**src/rtl/loc_arb_pkg.sv**
```systemverilog
// Shared constants for the locality arbiter: field positions of the
// per-locality access register. Assumes byte-wide register access.
package loc_arb_pkg;
    localparam int ACC_VLD_BIT  = 7;  // register contents valid
    localparam int ACC_ACT_BIT  = 5;  // this locality owns / release on write
    localparam int ACC_PEND_BIT = 2;  // another locality waits
    localparam int ACC_REQ_BIT  = 1;  // request ownership / own request waiting
endpackage

```
**src/rtl/loc_arb_pick.sv**
```systemverilog
// Highest-index picker: reports whether any bit of vec is set and the
// index of the most significant set bit. Purely combinational.
module loc_arb_pick #(
    parameter int N    = 5,
    parameter int ID_W = 3
) (
    input  logic [N-1:0]    vec,
    output logic            found,
    output logic [ID_W-1:0] idx
);
    // Scan upward so the highest set bit wins.
    always_comb begin
        found = 1'b0;
        idx   = '0;
        for (int i = 0; i < N; i++) begin
            if (vec[i]) begin
                found = 1'b1;
                idx   = ID_W'(i);
            end
        end
    end
endmodule

```
**src/rtl/loc_arb_regif.sv**
```systemverilog
// Register window decode for the arbiter. It splits the address into a
// locality and an offset, turns access-register writes into per-locality
// request and release strobes, and builds the read data from arbiter
// state. Assumes LOC_W >= ID_W and a combinational read path.
module loc_arb_regif
    import loc_arb_pkg::*;
#(
    parameter int NUM_LOC   = 5,
    parameter int ADDR_W    = 16,
    parameter int LOC_SHIFT = 12,
    parameter int ID_W      = 3
) (
    input  logic               bus_wr,
    input  logic [ADDR_W-1:0]  bus_addr,
    input  logic [7:0]         bus_wdata,
    input  logic               owner_vld,
    input  logic [ID_W-1:0]    owner_id,
    input  logic [NUM_LOC-1:0] pend_q,
    output logic [NUM_LOC-1:0] req_vec,
    output logic [NUM_LOC-1:0] rel_vec,
    output logic [7:0]         bus_rdata
);
    localparam int LOC_W = ADDR_W - LOC_SHIFT;

    logic [LOC_W-1:0]     win_sel;
    logic [LOC_SHIFT-1:0] win_off;
    logic [NUM_LOC-1:0]   sel_mask;
    logic                 acc_hit;

    assign win_sel = bus_addr[ADDR_W-1:LOC_SHIFT];
    assign win_off = bus_addr[LOC_SHIFT-1:0];

    // One-hot window select, one comparator per locality.
    for (genvar l = 0; l < NUM_LOC; l++) begin : g_sel
        assign sel_mask[l] = (win_sel == LOC_W'(l));
    end

    assign acc_hit = (win_off == '0) && (|sel_mask);

    // Write strobes toward the arbiter core.
    always_comb begin
        req_vec = (bus_wr && acc_hit && bus_wdata[ACC_REQ_BIT]) ? sel_mask : '0;
        rel_vec = (bus_wr && acc_hit && bus_wdata[ACC_ACT_BIT]) ? sel_mask : '0;
    end

    // Read data assembly for the selected access register.
    always_comb begin
        bus_rdata = 8'h00;
        if (acc_hit) begin
            bus_rdata[ACC_VLD_BIT]  = 1'b1;
            bus_rdata[ACC_ACT_BIT]  = owner_vld && (LOC_W'(owner_id) == win_sel);
            bus_rdata[ACC_PEND_BIT] = |(pend_q & ~sel_mask);
            bus_rdata[ACC_REQ_BIT]  = |(pend_q & sel_mask);
        end
    end

    // a single write strobes at most one locality
    always_comb begin
        req_onehot_chk : assert ($onehot0(req_vec));
    end
endmodule

```
**src/rtl/loc_arb_core.sv**
```systemverilog
// Ownership state of the arbiter: the waiting-request vector, the owner,
// and the change event. Grants only while nobody owns the interface,
// choosing the highest-numbered waiting locality; ignores requests from
// the owner and releases from non-owners. Synchronous active-low reset.
module loc_arb_core #(
    parameter int NUM_LOC = 5,
    parameter int ID_W    = 3
) (
    input  logic               clk,
    input  logic               rst_n,
    input  logic [NUM_LOC-1:0] req_vec,
    input  logic [NUM_LOC-1:0] rel_vec,
    output logic [NUM_LOC-1:0] pend_q,
    output logic               owner_vld,
    output logic [ID_W-1:0]    owner_id,
    output logic               loc_chg_evt
);
    logic [NUM_LOC-1:0] own_mask, req_eff, grant_mask;
    logic               rel_hit, grant, pick_found;
    logic [ID_W-1:0]    pick_idx;

    loc_arb_pick #(.N(NUM_LOC), .ID_W(ID_W)) u_pick (
        .vec   (pend_q),
        .found (pick_found),
        .idx   (pick_idx)
    );

    // Qualify strobes against the current owner and form the grant.
    always_comb begin
        own_mask   = owner_vld ? (NUM_LOC'(1) << owner_id) : '0;
        rel_hit    = |(rel_vec & own_mask);
        req_eff    = req_vec & ~own_mask;
        grant      = !owner_vld && pick_found;
        grant_mask = grant ? (NUM_LOC'(1) << pick_idx) : '0;
    end

    // State update: waiting set, owner and change event.
    always_ff @(posedge clk) begin
        if (!rst_n) begin
            pend_q      <= '0;
            owner_vld   <= 1'b0;
            owner_id    <= '0;
            loc_chg_evt <= 1'b0;
        end else begin
            pend_q      <= (pend_q | req_eff) & ~grant_mask;
            loc_chg_evt <= grant | rel_hit;
            if (grant) begin
                owner_vld <= 1'b1;
                owner_id  <= pick_idx;
            end else if (rel_hit) begin
                owner_vld <= 1'b0;
            end
        end
    end

    // ownership only appears when a request was waiting
    grant_src_chk : assert property (@(posedge clk) disable iff (!rst_n)
        $rose(owner_vld) |-> ($past(pend_q) != '0));

    // an owner never hands over directly to another locality
    owner_hold_chk : assert property (@(posedge clk) disable iff (!rst_n)
        (owner_vld && $past(owner_vld)) |-> (owner_id == $past(owner_id)));

    // the owner never has a waiting request of its own
    owner_nopend_chk : assert property (@(posedge clk) disable iff (!rst_n)
        owner_vld |-> !pend_q[owner_id]);

    // the event marks a change of ownership
    chg_evt_chk : assert property (@(posedge clk) disable iff (!rst_n)
        loc_chg_evt |-> ((owner_vld != $past(owner_vld)) ||
                         (owner_id != $past(owner_id))));

    // a free interface with waiting requests is granted next edge
    grant_due_chk : assert property (@(posedge clk) disable iff (!rst_n)
        (!owner_vld && (pend_q != '0)) |=> owner_vld);
endmodule

```
**src/rtl/loc_arb_top.sv**
```systemverilog
// Multi-locality access arbiter top: register window decode plus
// ownership core. Assumes a simple single-cycle write strobe and a
// combinational read of the addressed register.
module loc_arb_top #(
    parameter int NUM_LOC   = 5,
    parameter int ADDR_W    = 16,
    parameter int LOC_SHIFT = 12,
    parameter int ID_W      = $clog2(NUM_LOC)
) (
    input  logic              clk,
    input  logic              rst_n,
    input  logic              bus_wr,
    input  logic [ADDR_W-1:0] bus_addr,
    input  logic [7:0]        bus_wdata,
    output logic [7:0]        bus_rdata,
    output logic              owner_vld,
    output logic [ID_W-1:0]   owner_id,
    output logic              loc_chg_evt
);
    logic [NUM_LOC-1:0] req_vec, rel_vec, pend_q;

    loc_arb_regif #(
        .NUM_LOC(NUM_LOC), .ADDR_W(ADDR_W), .LOC_SHIFT(LOC_SHIFT), .ID_W(ID_W)
    ) u_regif (
        .bus_wr    (bus_wr),
        .bus_addr  (bus_addr),
        .bus_wdata (bus_wdata),
        .owner_vld (owner_vld),
        .owner_id  (owner_id),
        .pend_q    (pend_q),
        .req_vec   (req_vec),
        .rel_vec   (rel_vec),
        .bus_rdata (bus_rdata)
    );

    loc_arb_core #(.NUM_LOC(NUM_LOC), .ID_W(ID_W)) u_core (
        .clk         (clk),
        .rst_n       (rst_n),
        .req_vec     (req_vec),
        .rel_vec     (rel_vec),
        .pend_q      (pend_q),
        .owner_vld   (owner_vld),
        .owner_id    (owner_id),
        .loc_chg_evt (loc_chg_evt)
    );
endmodule

```
**config.mk**
```make
export PLATFORM = sky130hd
export DESIGN_NAME = loc_arb_top
export DESIGN_NICKNAME = d
export VERILOG_FILES = /design/src/rtl/loc_arb_pkg.sv /design/src/rtl/loc_arb_pick.sv /design/src/rtl/loc_arb_regif.sv /design/src/rtl/loc_arb_core.sv /design/src/rtl/loc_arb_top.sv
export SDC_FILE = /design/constraint.sdc
export NUM_CORES = 1
export LEC_CHECK = 0
export BUFFER_PORTS_ARGS = -buffer_cell sky130_fd_sc_hd__buf_2
export CORE_ASPECT_RATIO = 1.1
export CORE_MARGIN = 2
export CORE_UTILIZATION = 37
export CTS_CLUSTER_DIAMETER = 30
export CTS_CLUSTER_SIZE = 14
export DETAILED_ROUTE_END_ITERATION = 7
export PLACE_DENSITY = 0.72
export SLEW_MARGIN = 20
export SYNTH_ARGS = -nofsm -noshare
export SYNTH_HDL_FRONTEND = slang
export SYNTH_SLANG_ARGS = --single-unit
```
**constraint.sdc**
```tcl
create_clock -name clk -period 2.8 [get_ports clk]
set_clock_uncertainty 0.1 [all_clocks]
set_input_delay 0.7 -clock clk [delete_from_list [all_inputs] [get_ports clk]]
set_output_delay 0.7 -clock clk [all_outputs]
set_load 0.01 [all_outputs]
```
==> flow_summary.yaml, run 1 <==
die:
  die_area_um2: 2656
  dieWidth_um: 49.32
  num_io_pins: 40
  core_um2: 2185
  dieHeight_um: 53.85
  start_util: 0.3826
  num_rows: 18
critical_path:
  startpoint_type: "input port"
  critPathRequiredTime_ps: 2000
  critPathSlowestCell: "or4b_2"
  path_cells: "buf_2, buf_4, or4b_2, a21oi_2, o32a_1, nor2_2, buf_2"
  critPathCaptureType: "primary output"
  crit_fanout: 3
  path_common_cell: "buf_2"
  slowest_delay_ps: 600
  path_class: "input port to primary output"
  critical_path_arrival_ps: 1970
sta:
  fin_ws_ps: 28.59
  drv_slew: 0
  finalCritPeriodShare: 0.9898
  fmax_mhz: 360.8
  fin_crit_ps: 2771
  fin_hold_ws_ps: 463.7
  relSlewSlack: 0.6692
  setup_viol: 0
  tightest_slew_ps: 489.3
  rsz0062_at_grt: "true"
  hold_viol: 0
global_routing:
  grt_max_degree: 15
  overflow: 0
  grt_pass1_vias: 717
  grt_usage: 0.1538
  antenna_found_initial: 0
  grt_first_pass_wirelength_um: 3111
detailed_routing:
  drt_pass1_iterations: 4
  wirelength_um: 2107
  num_vias: 926
  ant_nets: 0
  vias_per_cell: 5.415
  wl_per_cell_um: 12.32
  drt-initial-drc-count: 18
  drc_errors: 0
synthesis:
  ys.flop_type: "dfxtp_1"
  avgSynthCellArea_um2: 7.811
  netlist_instances: 107
  synth_top_cells_by_area: "dfxtp_1, buf_4, nor2b_1"
  synthArstFlopShare: 0
  syn-cell-area_um2: 835.8
  yosysMostFrequentCell: "dfxtp_1"
  netlist.area_leader.share: 0.2395
  synth_common_cells: "dfxtp_1, clkbuf_1, inv_1, nor2_1"
  synth_seq_cells: 10
  ys_seq_area_frac: 0.2395
  synthDistinctLibCells: 45
  yosysTopAreaCell: "dfxtp_1"
  synth-edff-count: 0
  yosys_warnings: 0
placement:
  place_congestion: 0.8789
  place_ws_ps: -95.99
  dp_hpwl_um: 1639
  portBuffers: 29
clock_tree:
  clk_latency_ps: 270
  clock-sinks: 10
  clkTransAtPathRegs_ps: 70
  cts_root_buffer: "clkbuf_4"
  cts_tree: "yes"
  htree_levels: 1
  cts-buffers-inserted: 3
  clk_path_buf_depth: 2
power:
  peakVddDrop_v: 0.0003189
  power_mw: 0.3226
  leakagePower_nw: 0.4492
  powerDensity_nw_per_um2: 294.3
layout:
  finish.utilization: 0.5017
  fillCellCount: 219
  syn2layout_area_growth_pct: 31.14
  antenna_cells: 0
  nNetsFinal: 169
  layout-drive-gt1-share: 0.4043
job:
  drv_cap: 0
worst_hold_path:
  hold_class: "register to register"
run_status:
  outcome: "finished, final reports clean"
[area by class of cell]
type / count / area, µm² / area share
inverters: 6 / 22.52 / 0.02055
well taps: 30 / 37.54 / 0.03425
flip-flops and latches: 10 / 200.2 / 0.1826
repair buffers: 40 / 227.7 / 0.2078
clock buffers: 4 / 36.28 / 0.03311
multi-input cells: 81 / 571.8 / 0.5217
[registers in the layout, indices dropped and copies added, names as in the netlist]
signal	count
u_core.owner_vld	1
u_core.owner_id	3
u_core.loc_chg_evt	1
u_core.pend_q	5
[cells in the final DEF (no fill, tap or decap), types with 3 or more instances in the layout]
cell type and instances:
xnor2_1 3, nor2_1 4, buf_4 11, nor4_1 5, o21ai_0 5, conb_1 4, nor2b_1 5, inv_1 6
and2_1 3, clkbuf_4 3, buf_2 29, dfxtp_1 10, nand3_1 3, nor3_1 4, nand2_1 4
[cells by family after synthesis]
group | share of synthesized area
DFF | 0.2395
other | 0.004487
muxes | 0.02395
xor gates and xnor gates | 0.03144
AOI/OAI and AO/OA | 0.2500
buffers and inverters | 0.1168
and+or+nand+nor | 0.3338
[report_power, final]
group / switching, mW / internal [mW] / leakage [nW]
combinational: 0.0234 / 0.0267 / 0.348
clock: 0.0514 / 0.0789 / 0.0210
sequential: 0.000000859 / 0.142 / 0.0805
total: 0.0748 / 0.248 / 0.449
[path summary, 6_finish.rpt]
kind                    start                  to  slack (ps)  depth (start not counted)
max              bus_addr[13]        bus_rdata[2]          30                          7
min          u_core.pend_q[0]    u_core.pend_q[0]         460                          2
max reg2reg  u_core.owner_vld  u_core.loc_chg_evt        1150                          4
min reg2reg  u_core.pend_q[0]    u_core.pend_q[0]         460                          2
[per-layer routing]
| metal | vias up | part of all wire | global-route usage |
|---|---|---|---|
| met1 | 424 | 0.42 | 0.1913 |
| met4 | 0 | 0.017 | 0.04762 |
| met3 | 4 | 0.058 | 0.04167 |
| li1 | 462 | - | - |
| met5 | - | 0 | 0 |
| met2 | 36 | 0.50 | 0.2613 |
[metrics by stage]
stage	setup TNS, ps	cells	instance area (µm²)
after floorplan	0	110	847.1
after global placement	-112.4	166	1030
after detailed placement	-165.0	166	1030
after CTS	0	170	1080
after global routing	-40.86	171	1096
final	0	171	1096
[worst max-delay path, delay by kind of cell]
kind                   cells  cell delay [ps]
AND/OR/NAND/NOR            2              630
AO/OA/AOI/OAI              2              310
buffers and inverters      3              340
[repair_timing]
item	in CTS	in global routing
hold buffers	0	0
gates cloned	0	0
pin swaps	3	1
endpoints found under the setup margin	3	3
gates resized for setup	4	3
setup buffers	0	1
Note: power is estimated with default switching activity, not from simulation.
==> run 2, diff against run 1 <==
Settings changed: RECOVER_POWER set to 50.
==> flow_summary.yaml, run 2 (synthesis results as in run 1) <==
placement:
  dp_hpwl_um: 1639
  place_congestion: 0.8789
  portBuffers: 29
  dpl-instance-area_um2: 1030
die:
  num_io_pins: 40
  core_um2: 2185
  num_rows: 18
  dieHeight_um: 53.85
  start_util: 0.3826
  die_area_um2: 2656
  dieWidth_um: 49.32
detailed_routing:
  drc_errors: 0
  num_vias: 921
  drt-initial-drc-count: 14
  wirelength_um: 2106
  vias_per_cell: 5.386
  wl_per_cell_um: 12.32
  drt_pass1_iterations: 4
  ant_nets: 0
critical_path:
  critical_path_arrival_ps: 1970
  startpoint_type: "input port"
  crit_buf_inv: 3
  slowest_delay_ps: 600
  path_class: "input port to primary output"
  path_common_cell: "buf_2"
  crit_fanout: 3
  crit_cells: 7
  worst_path_dominant_cell_family: "simple AND/OR/NAND/NOR gates"
  path_cells: "buf_2, buf_4, or4b_2, a21oi_2, o32a_1, nor2_2, buf_2"
  critPathCaptureType: "primary output"
  reg2reg_depth: 4
  critPathSlowestCell: "or4b_2"
  critPathRequiredTime_ps: 2000
sta:
  finalCritPeriodShare: 0.9900
  drv_slew: 0
  rsz0062_at_grt: "true"
  setup_viol: 0
  fmax_mhz: 360.8
  relSlewSlack: 0.6673
  fin_crit_ps: 2772
  hold_viol: 0
  tightest_slew_ps: 492.1
clock_tree:
  clkTransAtPathRegs_ps: 70
  cts_root_buffer: "clkbuf_4"
  hold_buffers: 0
  clk_path_buf_depth: 2
  clk_latency_ps: 270
  cts-buffers-inserted: 3
  cts_tree: "yes"
  htree_levels: 1
  clock-sinks: 10
global_routing:
  grt_pass1_vias: 717
  grt_max_degree: 15
  overflow: 0
  grt_usage: 0.1538
  antenna_found_initial: 0
  grt_first_pass_wirelength_um: 3111
power:
  combPwrFrac: 0.155
  p_int_mw: 0.2478
  p_seq_frac: 0.440
  clkPwrFrac: 0.405
  leakagePower_nw: 0.4304
  power_switching_mw: 0.07554
  sw_frac_of_total: 0.2336
  peakVddDrop_v: 0.0003197
  powerDensity_nw_per_um2: 296.3
layout:
  top_regs: "u_core.pend_q x5, u_core.owner_id x3"
  layout-drive-gt1-share: 0.3759
  top_register: "u_core.pend_q"
  final_cell_mix: "buf_2, buf_4, dfxtp_1"
  fillCellCount: 221
  final_area_um2: 1091
  antenna_cells: 0
  syn2layout_area_growth_pct: 30.54
  largest_reg_flops: 5
  nNetsFinal: 169
  final_common_cell: "buf_2"
  finish.utilization: 0.4994
run_status:
  outcome: "finished, final reports clean"
worst_hold_path:
  hold_class: "register to register"
  hold_path_depth: 2
job:
  drv_cap: 0
run 2: cell types whose count changed in the layout (fill, tap and decap cells not counted):
cell	before	now
buf_2	29	25
and2_0	0	1
and2_1	3	2
clkbuf_1	0	4
run 2: final timing paths:
kind                                       start            endpoint  slack, ps
worst min register to register  u_core.pend_q[0]    u_core.pend_q[0]        460
worst min-delay path            u_core.pend_q[0]    u_core.pend_q[0]        460
worst max-delay path                bus_addr[13]        bus_rdata[2]         30
worst max register to register  u_core.owner_vld  u_core.loc_chg_evt       1160
run 2: final cells by class:
class	instances	area (µm²)	share of cell area
multi-input cells	81	571.8	0.5241
repair buffers	40	222.7	0.2041
flip-flops and latches	10	200.2	0.1835
well taps	30	37.54	0.03440
clock buffers	4	36.28	0.03326
inverters	6	22.52	0.02064
run 2: power groups by stage:
stage / clock [mW] / sequential, mW / combinational [mW]
finish: 0.131 / 0.142 / 0.0501
global route: 0.140 / 0.142 / 0.0546
CTS: 0.132 / 0.142 / 0.0492
detailed placement: 0 / 0.145 / 0.0480
global placement: 0 / 0.145 / 0.0466
floorplan: 0 / 0.145 / 0.0278
run 2: routing by layer:
layer | up-vias | GRT usage | part of all wire
li1 | 462 | - | -
met1 | 421 | 0.1913 | 0.42
met2 | 33 | 0.2613 | 0.50
met3 | 5 | 0.04167 | 0.057
met4 | 0 | 0.04762 | 0.017
met5 | - | 0 | 0
run 2: timing repair:
action	in CTS	in global routing
pin swaps	3	1
resized for setup	4	3
endpoints found under the setup margin	3	3
setup buffers	0	1
run 2: worst register-to-register path: stages, from the launching register on:
cell       delay, ps
dfxtp_1          560
nor4b_1          480
a2bb2oi_1        120
o21ai_0          130
a31o_2           190
run 2: through the flow:
| step | worst slack [ps] | setup TNS [ps] | std cells | power [mW] | hold slack (ps) |
|---|---|---|---|---|---|
| floorplan | 15.68 | 0 | 110 | 0.1732 | 408.4 |
| global placement | -70.31 | -112.4 | 166 | 0.1921 | 450.9 |
| detailed placement | -95.99 | -165.0 | 166 | 0.1934 | 446.5 |
| CTS | 38.30 | 0 | 170 | 0.3236 | 466.6 |
| global route | -17.71 | -40.86 | 171 | 0.3363 | 517.5 |
| finish | 28.07 | 0 | 171 | 0.3233 | 464.2 |
==> run 3, diff against run 2 <==
Settings changed: PLACE_DENSITY 0.72 to 0.71, SYNTH_HIERARCHICAL set to 1.
==> flow_summary.yaml, run 3 <==
clock_tree:
  clkTransAtPathRegs_ps: 60
  cts_root_buffer: "clkbuf_4"
  htree_levels: 1
  clock-sinks: 10
  hold_buffers: 0
  postCtsSetupRepairBufs: 0
  cts-buffers-inserted: 3
  clk_latency_ps: 250
  ctsResizeCount: 0
  cts_tree: "yes"
  clk_path_buf_depth: 2
layout:
  antenna_cells: 0
  final_area_um2: 1044
  final_cell_mix: "buf_2, nand2_1, nor2_1, a21oi_1, dfxtp_1"
  final_common_cell: "buf_2"
  layout-drive-gt1-share: 0.2979
  top_register: "u_core/pend_q"
  largest_reg_flops: 5
  syn2layout_area_growth_pct: 16.16
  seqCellArea_um2: 200.2
  top_regs: "u_core/pend_q x5, u_core/owner_id x3"
  multi_input_area_um2: 605.6
  nNetsFinal: 170
  fillCellCount: 243
synthesis:
  avgSynthCellArea_um2: 7.744
  synthDistinctLibCells: 41
  netlist_instances: 116
  synth-edff-count: 0
  netlist.area_leader.share: 0.2228
  yosysTopAreaCell: "dfxtp_1"
  yosysMostFrequentCell: "nand2_1"
  synthArstFlopShare: 0
  syn-cell-area_um2: 898.4
  synth_seq_cells: 10
  ys.flop_type: "dfxtp_1"
  yosys_warnings: 6
  synth_top_cells_by_area: "dfxtp_1, buf_4, a21oi_1"
  ys_seq_area_frac: 0.2228
  synth_common_cells: "nand2_1, a21oi_1, dfxtp_1, nor2_1, buf_4"
global_routing:
  antenna_found_initial: 0
  grt_usage: 0.1564
  grt_first_pass_wirelength_um: 3505
  grt_max_degree: 13
  grt_pass1_vias: 849
  overflow: 0
critical_path:
  critPathRequiredTime_ps: 2000
  critical_path_arrival_ps: 1760
  r2r_end: "u_core/pend_q[2]"
  path_class: "input port to primary output"
  rrSetupSlack_ps: 1200
  regToRegStartpoint: "u_core/pend_q[4]"
  critPathCaptureType: "primary output"
  startpoint_type: "input port"
  reg2reg_depth: 5
  crit_fanout: 8
power:
  peakVddDrop_v: 0.0001971
  power_mw: 0.2750
  powerDensity_nw_per_um2: 263.5
  leakagePower_nw: 0.3589
sta:
  setup_viol: 0
  fin_hold_ws_ps: 490.8
  finalCritPeriodShare: 0.9136
  rsz0062_at_grt: "false"
  timing.setup.tns_ps: 0
  fin_crit_ps: 2558
  hold_viol: 0
  drv_slew: 0
  fmax_mhz: 390.9
worst_hold_path:
  min_to: "u_core/owner_id[2]"
  hold_class: "register to register"
  hold_start: "u_core/owner_id[2]"
  hold_path_depth: 2
placement:
  portBuffers: 29
  dpl-instance-area_um2: 1027
  dp_hpwl_um: 1763
  place_congestion: 0.9643
detailed_routing:
  num_vias: 932
  drt_pass1_iterations: 4
  drt-initial-drc-count: 10
  wl_per_cell_um: 12.85
  wirelength_um: 2198
  ant_nets: 0
  vias_per_cell: 5.450
  drc_errors: 0
die:
  core_um2: 2275
  die_area_um2: 2839
  start_util: 0.3949
  num_rows: 18
  dieHeight_um: 55.68
  dieWidth_um: 50.98
  num_io_pins: 40
run_status:
  outcome: "finished, final reports clean"
job:
  drv_cap: 0
run 3: changes by cell type in the layout (fill, tap and decap cells not counted), moves of 4 or more:
cell / change
o21ai_0: -4
nor2b_1: -4
buf_4: -10
nor2_1: +6
a21oi_1: +8
nand2_1: +8
run 3: cell families after synthesis:
family	Yosys count	synth area share
buf+inv	18	0.1156
simple gates	56	0.3802
xor+xnor	3	0.02925
flops	10	0.2228
mux	4	0.05989
other cells	1	0.004174
compound gates	24	0.1880
run 3: how the worst max path moves through the flow:
| stage | startpoint | end | slack [ps] | depth (start not counted) |
|---|---|---|---|---|
| 5_1_grt | bus_addr[1] | bus_rdata[2] | 170 | 6 |
| 3_3_place_gp | bus_addr[1] | bus_rdata[2] | 270 | 6 |
| 2_1_floorplan | bus_addr[12] | bus_rdata[1] | 280 | 5 |
| 4_1_cts | bus_addr[1] | bus_rdata[2] | 260 | 6 |
| 3_5_place_dp | bus_addr[12] | bus_rdata[2] | 260 | 5 |
| 6_report | bus_addr[12] | bus_rdata[2] | 240 | 5 |
run 3: cell type report:
class                   instances  area share
well taps                      30     0.03597
flip-flops and latches         10      0.1918
multi-input cells              91      0.5803
repair buffers                 31      0.1475
inverters                       6     0.02278
clock buffers                   3     0.02158
run 3: critical path: stages:
cell,delay [ps]
buf_2,150
or2_2,360
o32ai_1,290
a21oi_1,100
buf_2,140
run 3: power breakdown:
part	internal (mW)	total, mW	switching [mW]
Sequential	0.142	0.142	0.00000246
Clock	0.0493	0.0919	0.0426
Combinational	0.0173	0.0409	0.0235
Total	0.209	0.275	0.0661
run 3: through the flow:
step,util,setup slack (ps),std cells
final,0.4587,242.0,171
after global routing,0.4587,174.9,171
after CTS,0.4615,257.4,171
after detailed placement,0.4516,260.9,168
after global placement,0.4516,268.4,168
after floorplan,-,278.3,119
run 3: per-layer routing:
metal	global-route usage	wire [µm]	vias up
li1	-	-	467
met1	0.1887	971	423
met4	0.09266	52	0
met2	0.2653	1031	36
met5	0	0	-
met3	0.01075	142	6
